--- src/rtl/dbb_pkg.sv ---
package dbb_pkg;

  typedef enum logic [1:0] {
    SEL_CTRL  = 2'd0,
    SEL_HADDR = 2'd1,
    SEL_STAT  = 2'd2,
    SEL_TRIG  = 2'd3
  } reg_sel_e;

  localparam int ST_FLAG = 0;
  localparam int ST_OVR  = 1;
  localparam int ST_HALT = 2;
  localparam int ST_DREQ = 3;

  typedef struct packed {
    logic bank;
    logic irq_en;
    logic inc_en;
  } ctrl_t;

endpackage

--- src/rtl/dbb_regs.sv ---
module dbb_regs
  import dbb_pkg::*;
#(
  parameter int DATA_W  = 32,
  parameter int BYTE_AW = 8
) (
  input  logic               clk,
  input  logic               rst_n,
  input  logic               cfg_we,
  input  logic [1:0]         cfg_sel,
  input  logic [DATA_W-1:0]  cfg_wdata,
  input  logic               host_blocked,
  input  logic               end_hit,
  input  logic [BYTE_AW-1:0] haddr,
  output ctrl_t              ctrl,
  output logic               halted,
  output logic               dreq,
  output logic               bank_flag,
  output logic               overrun,
  output logic [DATA_W-1:0]  cfg_rdata,
  output logic               haddr_load,
  output logic [BYTE_AW-1:0] haddr_load_val,
  output logic               bank_swap
);

  logic wr_ctrl, wr_haddr, wr_stat, wr_trig;
  logic trig_hit, clr_flag, clr_ovr;
  ctrl_t ctrl_q, ctrl_d;
  logic halted_q, halted_d, dreq_q, dreq_d;
  logic flag_q, flag_d, ovr_q, ovr_d;
  logic hs_en, flag_en, ovr_en;
  logic unused_wdata;

  assign wr_ctrl  = cfg_we && (cfg_sel == SEL_CTRL);
  assign wr_haddr = cfg_we && (cfg_sel == SEL_HADDR);
  assign wr_stat  = cfg_we && (cfg_sel == SEL_STAT);
  assign wr_trig  = cfg_we && (cfg_sel == SEL_TRIG);

  assign trig_hit = wr_trig && cfg_wdata[0];
  assign clr_flag = wr_stat && cfg_wdata[ST_FLAG];
  assign clr_ovr  = wr_stat && cfg_wdata[ST_OVR];

  assign unused_wdata = ^cfg_wdata[DATA_W-1:BYTE_AW];

  // next-state
  always_comb begin
    ctrl_d   = ctrl_t'(cfg_wdata[2:0]);
    halted_d = halted_q;
    dreq_d   = dreq_q;
    if (trig_hit) begin
      halted_d = 1'b0;
      dreq_d   = 1'b1;
    end
    if (end_hit) begin
      halted_d = 1'b1;
      dreq_d   = 1'b0;
    end
    flag_d = flag_q;
    if (clr_flag) flag_d = 1'b0;
    if (end_hit)  flag_d = 1'b1;
    ovr_d = ovr_q;
    if (clr_ovr)      ovr_d = 1'b0;
    if (host_blocked) ovr_d = 1'b1;
  end

  assign hs_en   = trig_hit | end_hit;
  assign flag_en = clr_flag | end_hit;
  assign ovr_en  = clr_ovr | host_blocked;

  // registers
  always_ff @(posedge clk or negedge rst_n) begin
    if (!rst_n) begin
      ctrl_q   <= '0;
      halted_q <= 1'b0;
      dreq_q   <= 1'b0;
      flag_q   <= 1'b0;
      ovr_q    <= 1'b0;
    end else begin
      if (wr_ctrl) ctrl_q <= ctrl_d;
      if (hs_en) begin
        halted_q <= halted_d;
        dreq_q   <= dreq_d;
      end
      if (flag_en) flag_q <= flag_d;
      if (ovr_en)  ovr_q  <= ovr_d;
    end
  end

  always_comb begin
    cfg_rdata = '0;
    case (cfg_sel)
      SEL_CTRL:  cfg_rdata[2:0] = ctrl_q;
      SEL_HADDR: cfg_rdata[BYTE_AW-1:0] = haddr;
      SEL_STAT: begin
        cfg_rdata[ST_FLAG] = flag_q;
        cfg_rdata[ST_OVR]  = ovr_q;
        cfg_rdata[ST_HALT] = halted_q;
        cfg_rdata[ST_DREQ] = dreq_q;
      end
      default:   cfg_rdata = '0;
    endcase
  end

  assign ctrl           = ctrl_q;
  assign halted         = halted_q;
  assign dreq           = dreq_q;
  assign bank_flag      = flag_q;
  assign overrun        = ovr_q;
  assign haddr_load     = wr_haddr;
  assign haddr_load_val = {cfg_wdata[BYTE_AW-1:2], 2'b00};
  assign bank_swap      = wr_ctrl && (cfg_wdata[2] != ctrl_q.bank);

endmodule

--- src/rtl/dbb_addr_ctr.sv ---
module dbb_addr_ctr #(
  parameter int BYTE_AW = 8
) (
  input  logic               clk,
  input  logic               rst_n,
  input  logic               load,
  input  logic [BYTE_AW-1:0] load_val,
  input  logic               swap,
  input  logic               step,
  output logic [BYTE_AW-1:0] haddr,
  output logic               at_end
);

  localparam logic [BYTE_AW-1:0] WORD_STEP = BYTE_AW'(4);
  localparam logic [BYTE_AW-1:0] END_ADDR  = {{(BYTE_AW-2){1'b1}}, 2'b00};

  logic [BYTE_AW-1:0] addr_q, addr_d;
  logic               addr_en;

  always_comb begin
    addr_d = addr_q;
    if (load)      addr_d = load_val;
    else if (swap) addr_d = '0;
    else if (step) addr_d = addr_q + WORD_STEP;
  end

  assign addr_en = load | swap | step;

  always_ff @(posedge clk or negedge rst_n) begin
    if (!rst_n)       addr_q <= '0;
    else if (addr_en) addr_q <= addr_d;
  end

  assign haddr  = addr_q;
  assign at_end = (addr_q == END_ADDR);

endmodule

--- src/rtl/dbb_bank_ram.sv ---
module dbb_bank_ram #(
  parameter int  DATA_W     = 32,
  parameter int  BANK_WORDS = 64,
  localparam int WAW        = $clog2(BANK_WORDS)
) (
  input  logic              clk,
  input  logic              rst_n,
  input  logic              wr_en,
  input  logic              wr_bank,
  input  logic [WAW-1:0]    wr_idx,
  input  logic [DATA_W-1:0] wr_data,
  input  logic              rd_en,
  input  logic [WAW:0]      rd_addr,
  input  logic              host_bank,
  output logic [DATA_W-1:0] rd_data
);

  logic [DATA_W-1:0] bank_word [2];
  logic [DATA_W-1:0] rd_q, rd_d;

  for (genvar b = 0; b < 2; b++) begin : g_bank
    logic [DATA_W-1:0] mem [BANK_WORDS];

    always_ff @(posedge clk) begin
      if (wr_en && (wr_bank == 1'(b))) mem[wr_idx] <= wr_data;
    end

    assign bank_word[b] = mem[rd_addr[WAW-1:0]];
  end

  always_comb begin
    if (rd_addr[WAW] != host_bank) rd_d = bank_word[rd_addr[WAW]];
    else                           rd_d = '0;
  end

  always_ff @(posedge clk or negedge rst_n) begin
    if (!rst_n)     rd_q <= '0;
    else if (rd_en) rd_q <= rd_d;
  end

  assign rd_data = rd_q;

endmodule

--- src/rtl/dual_bank_dma_buf.sv ---
module dual_bank_dma_buf
  import dbb_pkg::*;
#(
  parameter int  DATA_W     = 32,
  parameter int  BANK_WORDS = 64,
  localparam int WAW        = $clog2(BANK_WORDS),
  localparam int BYTE_AW    = WAW + 2,
  localparam int CPU_AW     = WAW + 1
) (
  input  logic              clk,
  input  logic              rst_n,
  input  logic              host_wr_valid,
  input  logic [DATA_W-1:0] host_wr_data,
  output logic              host_wr_ready,
  output logic              host_dreq,
  input  logic              cfg_we,
  input  logic [1:0]        cfg_sel,
  input  logic [DATA_W-1:0] cfg_wdata,
  output logic [DATA_W-1:0] cfg_rdata,
  input  logic              cpu_rd_en,
  input  logic [CPU_AW-1:0] cpu_rd_addr,
  output logic [DATA_W-1:0] cpu_rd_data,
  output logic              bank_irq
);

  logic [1:0]         rst_pipe;
  logic               rst_n_s;
  ctrl_t              ctrl;
  logic               host_bank, inc_en;
  logic               halted, bank_flag, overrun;
  logic               host_accept, host_blocked, end_hit, at_end;
  logic [BYTE_AW-1:0] haddr, haddr_load_val;
  logic               haddr_load, bank_swap;

  // reset: asserted asynchronously, released on the clock
  always_ff @(posedge clk or negedge rst_n) begin
    if (!rst_n) rst_pipe <= 2'b00;
    else        rst_pipe <= {rst_pipe[0], 1'b1};
  end
  assign rst_n_s = rst_pipe[1];

  assign host_bank    = ctrl.bank;
  assign inc_en       = ctrl.inc_en;
  assign host_accept  = host_wr_valid && !halted;
  assign host_blocked = host_wr_valid && halted;
  assign end_hit      = host_accept && at_end;

  dbb_regs #(.DATA_W(DATA_W), .BYTE_AW(BYTE_AW)) u_regs (
    .clk            (clk),
    .rst_n          (rst_n_s),
    .cfg_we         (cfg_we),
    .cfg_sel        (cfg_sel),
    .cfg_wdata      (cfg_wdata),
    .host_blocked   (host_blocked),
    .end_hit        (end_hit),
    .haddr          (haddr),
    .ctrl           (ctrl),
    .halted         (halted),
    .dreq           (host_dreq),
    .bank_flag      (bank_flag),
    .overrun        (overrun),
    .cfg_rdata      (cfg_rdata),
    .haddr_load     (haddr_load),
    .haddr_load_val (haddr_load_val),
    .bank_swap      (bank_swap)
  );

  dbb_addr_ctr #(.BYTE_AW(BYTE_AW)) u_addr (
    .clk      (clk),
    .rst_n    (rst_n_s),
    .load     (haddr_load),
    .load_val (haddr_load_val),
    .swap     (bank_swap),
    .step     (host_accept && inc_en),
    .haddr    (haddr),
    .at_end   (at_end)
  );

  dbb_bank_ram #(.DATA_W(DATA_W), .BANK_WORDS(BANK_WORDS)) u_ram (
    .clk       (clk),
    .rst_n     (rst_n_s),
    .wr_en     (host_accept),
    .wr_bank   (host_bank),
    .wr_idx    (haddr[BYTE_AW-1:2]),
    .wr_data   (host_wr_data),
    .rd_en     (cpu_rd_en),
    .rd_addr   (cpu_rd_addr),
    .host_bank (host_bank),
    .rd_data   (cpu_rd_data)
  );

  assign host_wr_ready = !halted;
  assign bank_irq      = bank_flag && ctrl.irq_en;

endmodule

--- config.mk ---
export PLATFORM = sky130hd
export DESIGN_NAME = dual_bank_dma_buf
export DESIGN_NICKNAME = d
export VERILOG_FILES = /design/src/rtl/dbb_pkg.sv /design/src/rtl/dbb_regs.sv /design/src/rtl/dbb_addr_ctr.sv /design/src/rtl/dbb_bank_ram.sv /design/src/rtl/dual_bank_dma_buf.sv
export SDC_FILE = /design/constraint.sdc
export NUM_CORES = 2
export LEC_CHECK = 0
export ABC_CLOCK_PERIOD_IN_PS = 1400
export BUFFER_PORTS_ARGS = -buffer_cell sky130_fd_sc_hd__clkbuf_2
export CORE_MARGIN = 5
export CORE_UTILIZATION = 49
export DETAILED_ROUTE_END_ITERATION = 6
export GPL_TIMING_DRIVEN = 0
export PLACE_DENSITY = 0.67
export SYNTH_ARGS = -nofsm -noshare
export SYNTH_HDL_FRONTEND = slang
export SYNTH_SLANG_ARGS = --single-unit
--- constraint.sdc ---
create_clock -name clk -period 1.4 [get_ports clk]
set_input_delay 0.21 -clock clk [delete_from_list [all_inputs] [get_ports clk]]
set_output_delay 0.21 -clock clk [all_outputs]
set_load 0.1 [all_outputs]
## Word-level counts from Yosys, hierarchy flattened

Memories as Yosys holds them, arrays and structs flattened.
Index checks and enable logic that the tools add are counted.

- Register bits: 49
- RAM bits: 4096
- Input port bits: 78
- Output and inout bits: 67
- Logic and storage cells: 74
- Memories kept: 2

Memory list:

| memory | depth | width | rd ports | clocked after memory_dff | write ports | RTL line | RTL |
|---|---|---|---|---|---|---|---|
| u_ram.g_bank[0].mem | 64 | 32 | 1 | 0 | 1 | dbb_bank_ram.sv:22 | `logic [DATA_W-1:0] mem [BANK_WORDS];` |
| u_ram.g_bank[1].mem | 64 | 32 | 1 | 0 | 1 | dbb_bank_ram.sv:22 |  |

- Add/sub/neg operators: 1
- Order comparisons: 1
- Equal/unequal tests: 6
- Mux-type cells: 22
- Bitwise gates (word level): 7
- Reductions and logical operators: 25

Operators by type and width:

| operator | count |
|---|---|
| two-way mux 32 bit | 4 |
| two-way mux 8 bit | 3 |
| logical AND 1 bit | 15 |
| two-way mux 1 bit | 12 |
| one-hot mux 3 bit (3 select lines) | 1 |
| adder 8 x 3 -> 8 bit (second input constant) | 1 |
| == test 8 bit (second input constant) | 1 |
| AND reduction 2 bit | 4 |
| nonzero test 2 bit | 3 |
| bitwise OR 1 bit | 5 |
| == test 2 bit (second input constant) | 2 |
| two-way mux 4 bit | 1 |
| nonzero test 3 bit | 1 |
| == test 2 x 1 -> 1 bit (second input constant) | 1 |
| >= comparator 2 bit (second input constant) | 1 |
| logical NOT 2 bit | 1 |
| inequality test 1 bit | 2 |
| NOT 1 -> 2 bit | 1 |
| one-hot mux 1 bit (2 select lines) | 1 |
| logical NOT 1 bit | 1 |
| NOT 1 bit | 1 |

## Logic depth before layout (Yosys ltp)

- Word-level depth: 6
- Gate-level depth with buffers: 10
- Depth with buffers taken out: 7

## Hierarchy

Synthesis repeated with hierarchy kept, for this count alone.

- Cells, all modules: 7168
- Area, all modules: 158239.3 um2

Modules (own cells, without submodules):

| module | instances | cells an instance | area each (um2) | sequential area each (um2) |
|---|---|---|---|---|
| dbb_bank_ram | 1 | 7052 | 157066.9 | 123798.7 |
| dbb_regs | 1 | 73 | 674.4 | 175.2 |
| dbb_addr_ctr | 1 | 34 | 402.9 | 200.2 |
| dual_bank_dma_buf | 1 | 9 | 95.1 | 50.0 |

## Worst setup path before layout

OpenSTA, ideal clock, no wires.

- Path type: register -> register
- Start: reg u_regs.halted_q (netlist: u_regs.halted)
- End: mem u_ram.g_bank[0].mem[15][0], enable pin
- Library setup time: 0.461 ns
- Data arrival time: 3.329 ns
- Required time: 0.939 ns
- Path slack: -2.390 ns
- Cell stages (with the launch flop): 6
- Cell sequence: dfrtp_1 -> nor2b_1 -> clkbuf_1 -> nor2b_1 -> nand2_1 -> nor3_1

- Longest elaborated chain between the ends: 5

Ends and longest elaborated chain:

| what | RTL line | RTL |
|---|---|---|
| from (decl) | dbb_regs.sv:29 | `logic halted_q, halted_d, dreq_q, dreq_d;` |
| from (signal assigned) | dbb_regs.sv:81 | `halted_q <= halted_d;` |
| logical NOT 1 bit | dual_bank_dma_buf.sv:44 | `assign host_accept = host_wr_valid && !halted;` |
| logical AND 1 bit | dual_bank_dma_buf.sv:44 |  |
| logical AND 1 bit | dbb_bank_ram.sv:25 | `if (wr_en && (wr_bank == 1'(b))) mem[wr_idx] <= wr_data;` |
| two-way mux 1 bit | dbb_bank_ram.sv:25 |  |
| two-way mux 1 bit (not written as such) | dbb_bank_ram.sv:25 |  |
| to (decl) | dbb_bank_ram.sv:22 |  |

Every way passes these cells.

## Worst setup path after layout

- Start: reg u_addr.addr_q[2] (netlist: u_addr.haddr[2])
- End: out cfg_rdata[2]

- Longest elaborated chain between the ends: 1

Ends and longest elaborated chain:

| what | RTL line | RTL |
|---|---|---|
| from (decl) | dbb_addr_ctr.sv:17 | `logic [BYTE_AW-1:0] addr_q, addr_d;` |
| from (signal assigned) | dbb_addr_ctr.sv:31 | `else if (addr_en) addr_q <= addr_d;` |
| one-hot mux 3 bit (3 select lines) | dbb_regs.sv:91 | `case (cfg_sel)` |
| to (decl) | dual_bank_dma_buf.sv:19 | `output logic [DATA_W-1:0] cfg_rdata,` |

Every way passes these cells.

==> results.sh <==
export IMPL_cp_max_fo=5
export IMPL_dieArea_sq_um=334000
export IMPL_io_pins=145
export IMPL_dp_hpwl_um=281000
export IMPL_dieWidth_um=578
export IMPL_crit_top_cell="clkbuf_16"
export IMPL_final_max_slew_violation_count=0
export IMPL_syn_inst=6982
export IMPL_drt_antenna_violating_nets=0
export IMPL_outcome="complete, but fails checks"
export IMPL_layout_commonest_cell="edfxtp_1"
export IMPL_ys_flop_type="edfxtp_1"
export IMPL_met3_usage_pct=6.46
export IMPL_grt_pass1_vias=80000
export IMPL_critPathArrivalTime_ns=2.38
export IMPL_skew_ns=0.103
export IMPL_synth_warnings=0
export IMPL_wire_per_inst_um=36.4
export IMPL_die_y_um=578
export IMPL_grt_pass1_wl_um=622000
export IMPL_ctsHoldBuffers=46
export IMPL_final_cell_mix="edfxtp_1 (4096), mux4_2 (992), clkbuf_16 (492)"
export IMPL_syn_avg_cell_area_sq_um=22.6
export IMPL_maxCapViolations=0
export IMPL_cts_root_buffer="clkbuf_16"
export IMPL_clk_insertion_delay_late_ns=0.98
export IMPL_hold_slack_ns=-0.0249
export IMPL_post_dp_cell_area_sq_um=169000
export IMPL_fin_ws_ns=-1.19
export IMPL_pre_cts_slack_ns=-4.07
export IMPL_vias=82300
export IMPL_drtIter0Drc=12000
export IMPL_fillers=21700
export IMPL_crit_path_top_delay_cell="dfrtp_2"
export IMPL_yosysUniqueCellTypes=45
export IMPL_worst_ep_required_time_ns=1.19
export IMPL_antenna_found_initial=21
export IMPL_met1_usage_pct=35.6
export IMPL_period_minus_slack_ns=2.59
export IMPL_place_congestion=1.03
export IMPL_worstPathCellList="clkbuf_16, a222oi_1, nor2_2, clkbuf_16"
export IMPL_crit_path_max_incr_delay_ns=0.43
export IMPL_initial_core_util_pct=49.2
export IMPL_power_density_nw_per_um2=1400
export IMPL_rsz0062_at_grt="yes"
export IMPL_fin_cells=12800
export IMPL_fin_nets=8275
export IMPL_clk_pin_slew_ns=0.06
export IMPL_fin_tns_setup_ns=-3312.89
export IMPL_synth_area_sq_um=158000
export IMPL_drive_gt1_share_pct=36.2
export IMPL_grt_usage_pct=26.6
export IMPL_top_usage_layer="met2"
export IMPL_tritoncts="done"
export IMPL_cp_end_kind="output port"
export IMPL_finalSetupViolCount=4182
export IMPL_grt_max_degree=129
export IMPL_ys_seq_elements=4143
export IMPL_path_class="register to output port"
export IMPL_numClockSinks=4143
export IMPL_dp_cells=11500
export IMPL_wl_um=468000
export IMPL_grt_use_met2_pct=41.6
export IMPL_grt_overflow_total=0
export IMPL_core_sq_um=321000
export IMPL_synth_edff_count=4096
export IMPL_rows=208
export IMPL_clockBufferDepth=4
export IMPL_max_clock_freq_ghz=0.386
export IMPL_first_pass_iters=6
export IMPL_port_buffers=94
export IMPL_stdcell_area_sq_um=193000
export IMPL_worst_pin_slew_ns=1.37
export IMPL_syn_to_final_growth_pct=22.1
export IMPL_vdd_ir_drop_worst_uv=1390
export IMPL_p_total_mw=271
export IMPL_seq_area_frac_synth_pct=78.5
export IMPL_hold_viol_final=1
export IMPL_route_detailed_drc=0
export IMPL_min_path_type="input pin to register"
export IMPL_synth_async_reset_ratio_pct=1.13
export IMPL_period_share_pct=185
export IMPL_leakage_nw=61.5
export IMPL_final_util_pct=60.1
export IMPL_slew_headroom_pct=8.83
export IMPL_start_kind="register"
export IMPL_cts_buffers=415
export IMPL_violations="negative hold slack, negative setup slack"
export IMPL_vias_per_cell=6.41
export IMPL_cts_htree_levels=5
==> report_power, final <==
| group | leakage (nW) | internal (mW) | switching [mW] |
|---|---|---|---|
| combinational | 17.7 | 7.95 | 15.3 |
| clock | 6.39 | 61.0 | 46.9 |
| sequential | 37.4 | 138 | 1.24 |
| total | 61.5 | 207 | 63.5 |
==> worst paths after layout <==
kind	from	to	slack (ns)	cells after the start
min	cpu_rd_addr[5]	u_ram.rd_data[25]	-0.02	4
max in group asynchronous	rst_pipe[1]	u_ram.rd_data[3]	0.63	1
min in group asynchronous	rst_n	rst_pipe[0]	0.12	3
max reg2reg	u_regs.ctrl[2]	u_ram.rd_data[22]	-1.05	10
min reg2reg	rst_pipe[1]	u_regs.ctrl[0]	0.17	0
max	u_addr.haddr[2]	cfg_rdata[2]	-1.19	4
==> sequential cells by signal, indices dropped and copies added, names as in the netlist, 2 cells and up <==
signal            count
u_ram.g_bank.mem   4096
u_ram.rd_data        32
u_addr.haddr          6
u_regs.ctrl           3
rst_pipe              2
==> cell type report <==
class	instances	area (sq um)	share of cell area, %
flip-flops and latches	4143	124000	64.3
multi-input cells	2461	35700	18.5
repair buffers	746	12000	6.22
clock buffers	512	10800	5.61
well taps	4305	5390	2.79
plain buffers	417	2640	1.36
clock inverters	238	2250	1.17
diodes	17	42.5	0.0220
inverters	6	22.5	0.0117
==> Yosys cell counts, types with 2 or more instances <==
library cell,n,area share (%)
a211oi_1,32,0.15
a32oi_1,32,0.18
a21oi_1,11,0.035
o21bai_1,32,0.15
inv_1,6,0.014
nor2_1,203,0.48
a221oi_1,32,0.18
a22oi_1,36,0.17
a22o_1,33,0.18
a31oi_1,32,0.13
nor2b_1,40,0.16
buf_4,39,0.19
o311ai_1,32,0.18
a211o_1,64,0.35
mux2_2,131,0.93
nor3_1,35,0.11
clkbuf_1,229,0.54
o21ai_0,101,0.32
nand3b_1,4,0.019
buf_1,26,0.062
ha_1,7,0.055
dfrtp_1,47,0.74
and2_1,9,0.036
mux2i_1,160,1.0
edfxtp_1,4096,78
or2_2,4,0.016
conb_1,2,0.0048
nand2b_1,42,0.17
nand3_1,51,0.16
nand2_1,156,0.37
buf_2,125,0.40
a21o_1,2,0.0095
o22ai_1,128,0.51
mux4_2,992,14
==> metal layers <==
| layer | vias up | wire (um) |
|---|---|---|
| met4 | 5 | 27300 |
| met2 | 5400 | 220000 |
| met1 | 43800 | 169000 |
| met3 | 915 | 51700 |
| met5 | - | 358 |
| li1 | 32200 | - |
==> worst max-delay path: cells and delay by family (launching register included) <==
kind,cells,cell delay [ns]
flip-flops,1,0.43
AO/OA/AOI/OAI,1,0.43
buffers and inverters,2,0.39
AND/OR/NAND/NOR,1,0.16
==> what timing repair did <==
action / 4_1_cts / 5_1_grt
pin swaps: 205 / 71
resized for setup: 733 / 308
cloned: 50 / 76
buffers inserted: 295 / 75
endpoints found under the hold margin: 1270 / 2
setup endpoints to repair: 4180 / 4182
==> logic make-up (layout without fill, tap and decap cells) <==
| kind of cell | Yosys count | count (layout) | share of synthesized area [%] |
|---|---|---|---|
| flops | 4143 | 4143 | 78.5 |
| mux | 1283 | 1283 | 16.1 |
| compound gates | 568 | 568 | 2.55 |
| simple gates | 552 | 577 | 1.56 |
| buf+inv | 426 | 1919 | 1.21 |
| fa+ha+maj | 7 | 7 | 0.0554 |
| other cells | 2 | 42 | 0.00475 |
| xor+xnor | 1 | 1 | 0.00554 |
Power figures use the tool's default switching activity.
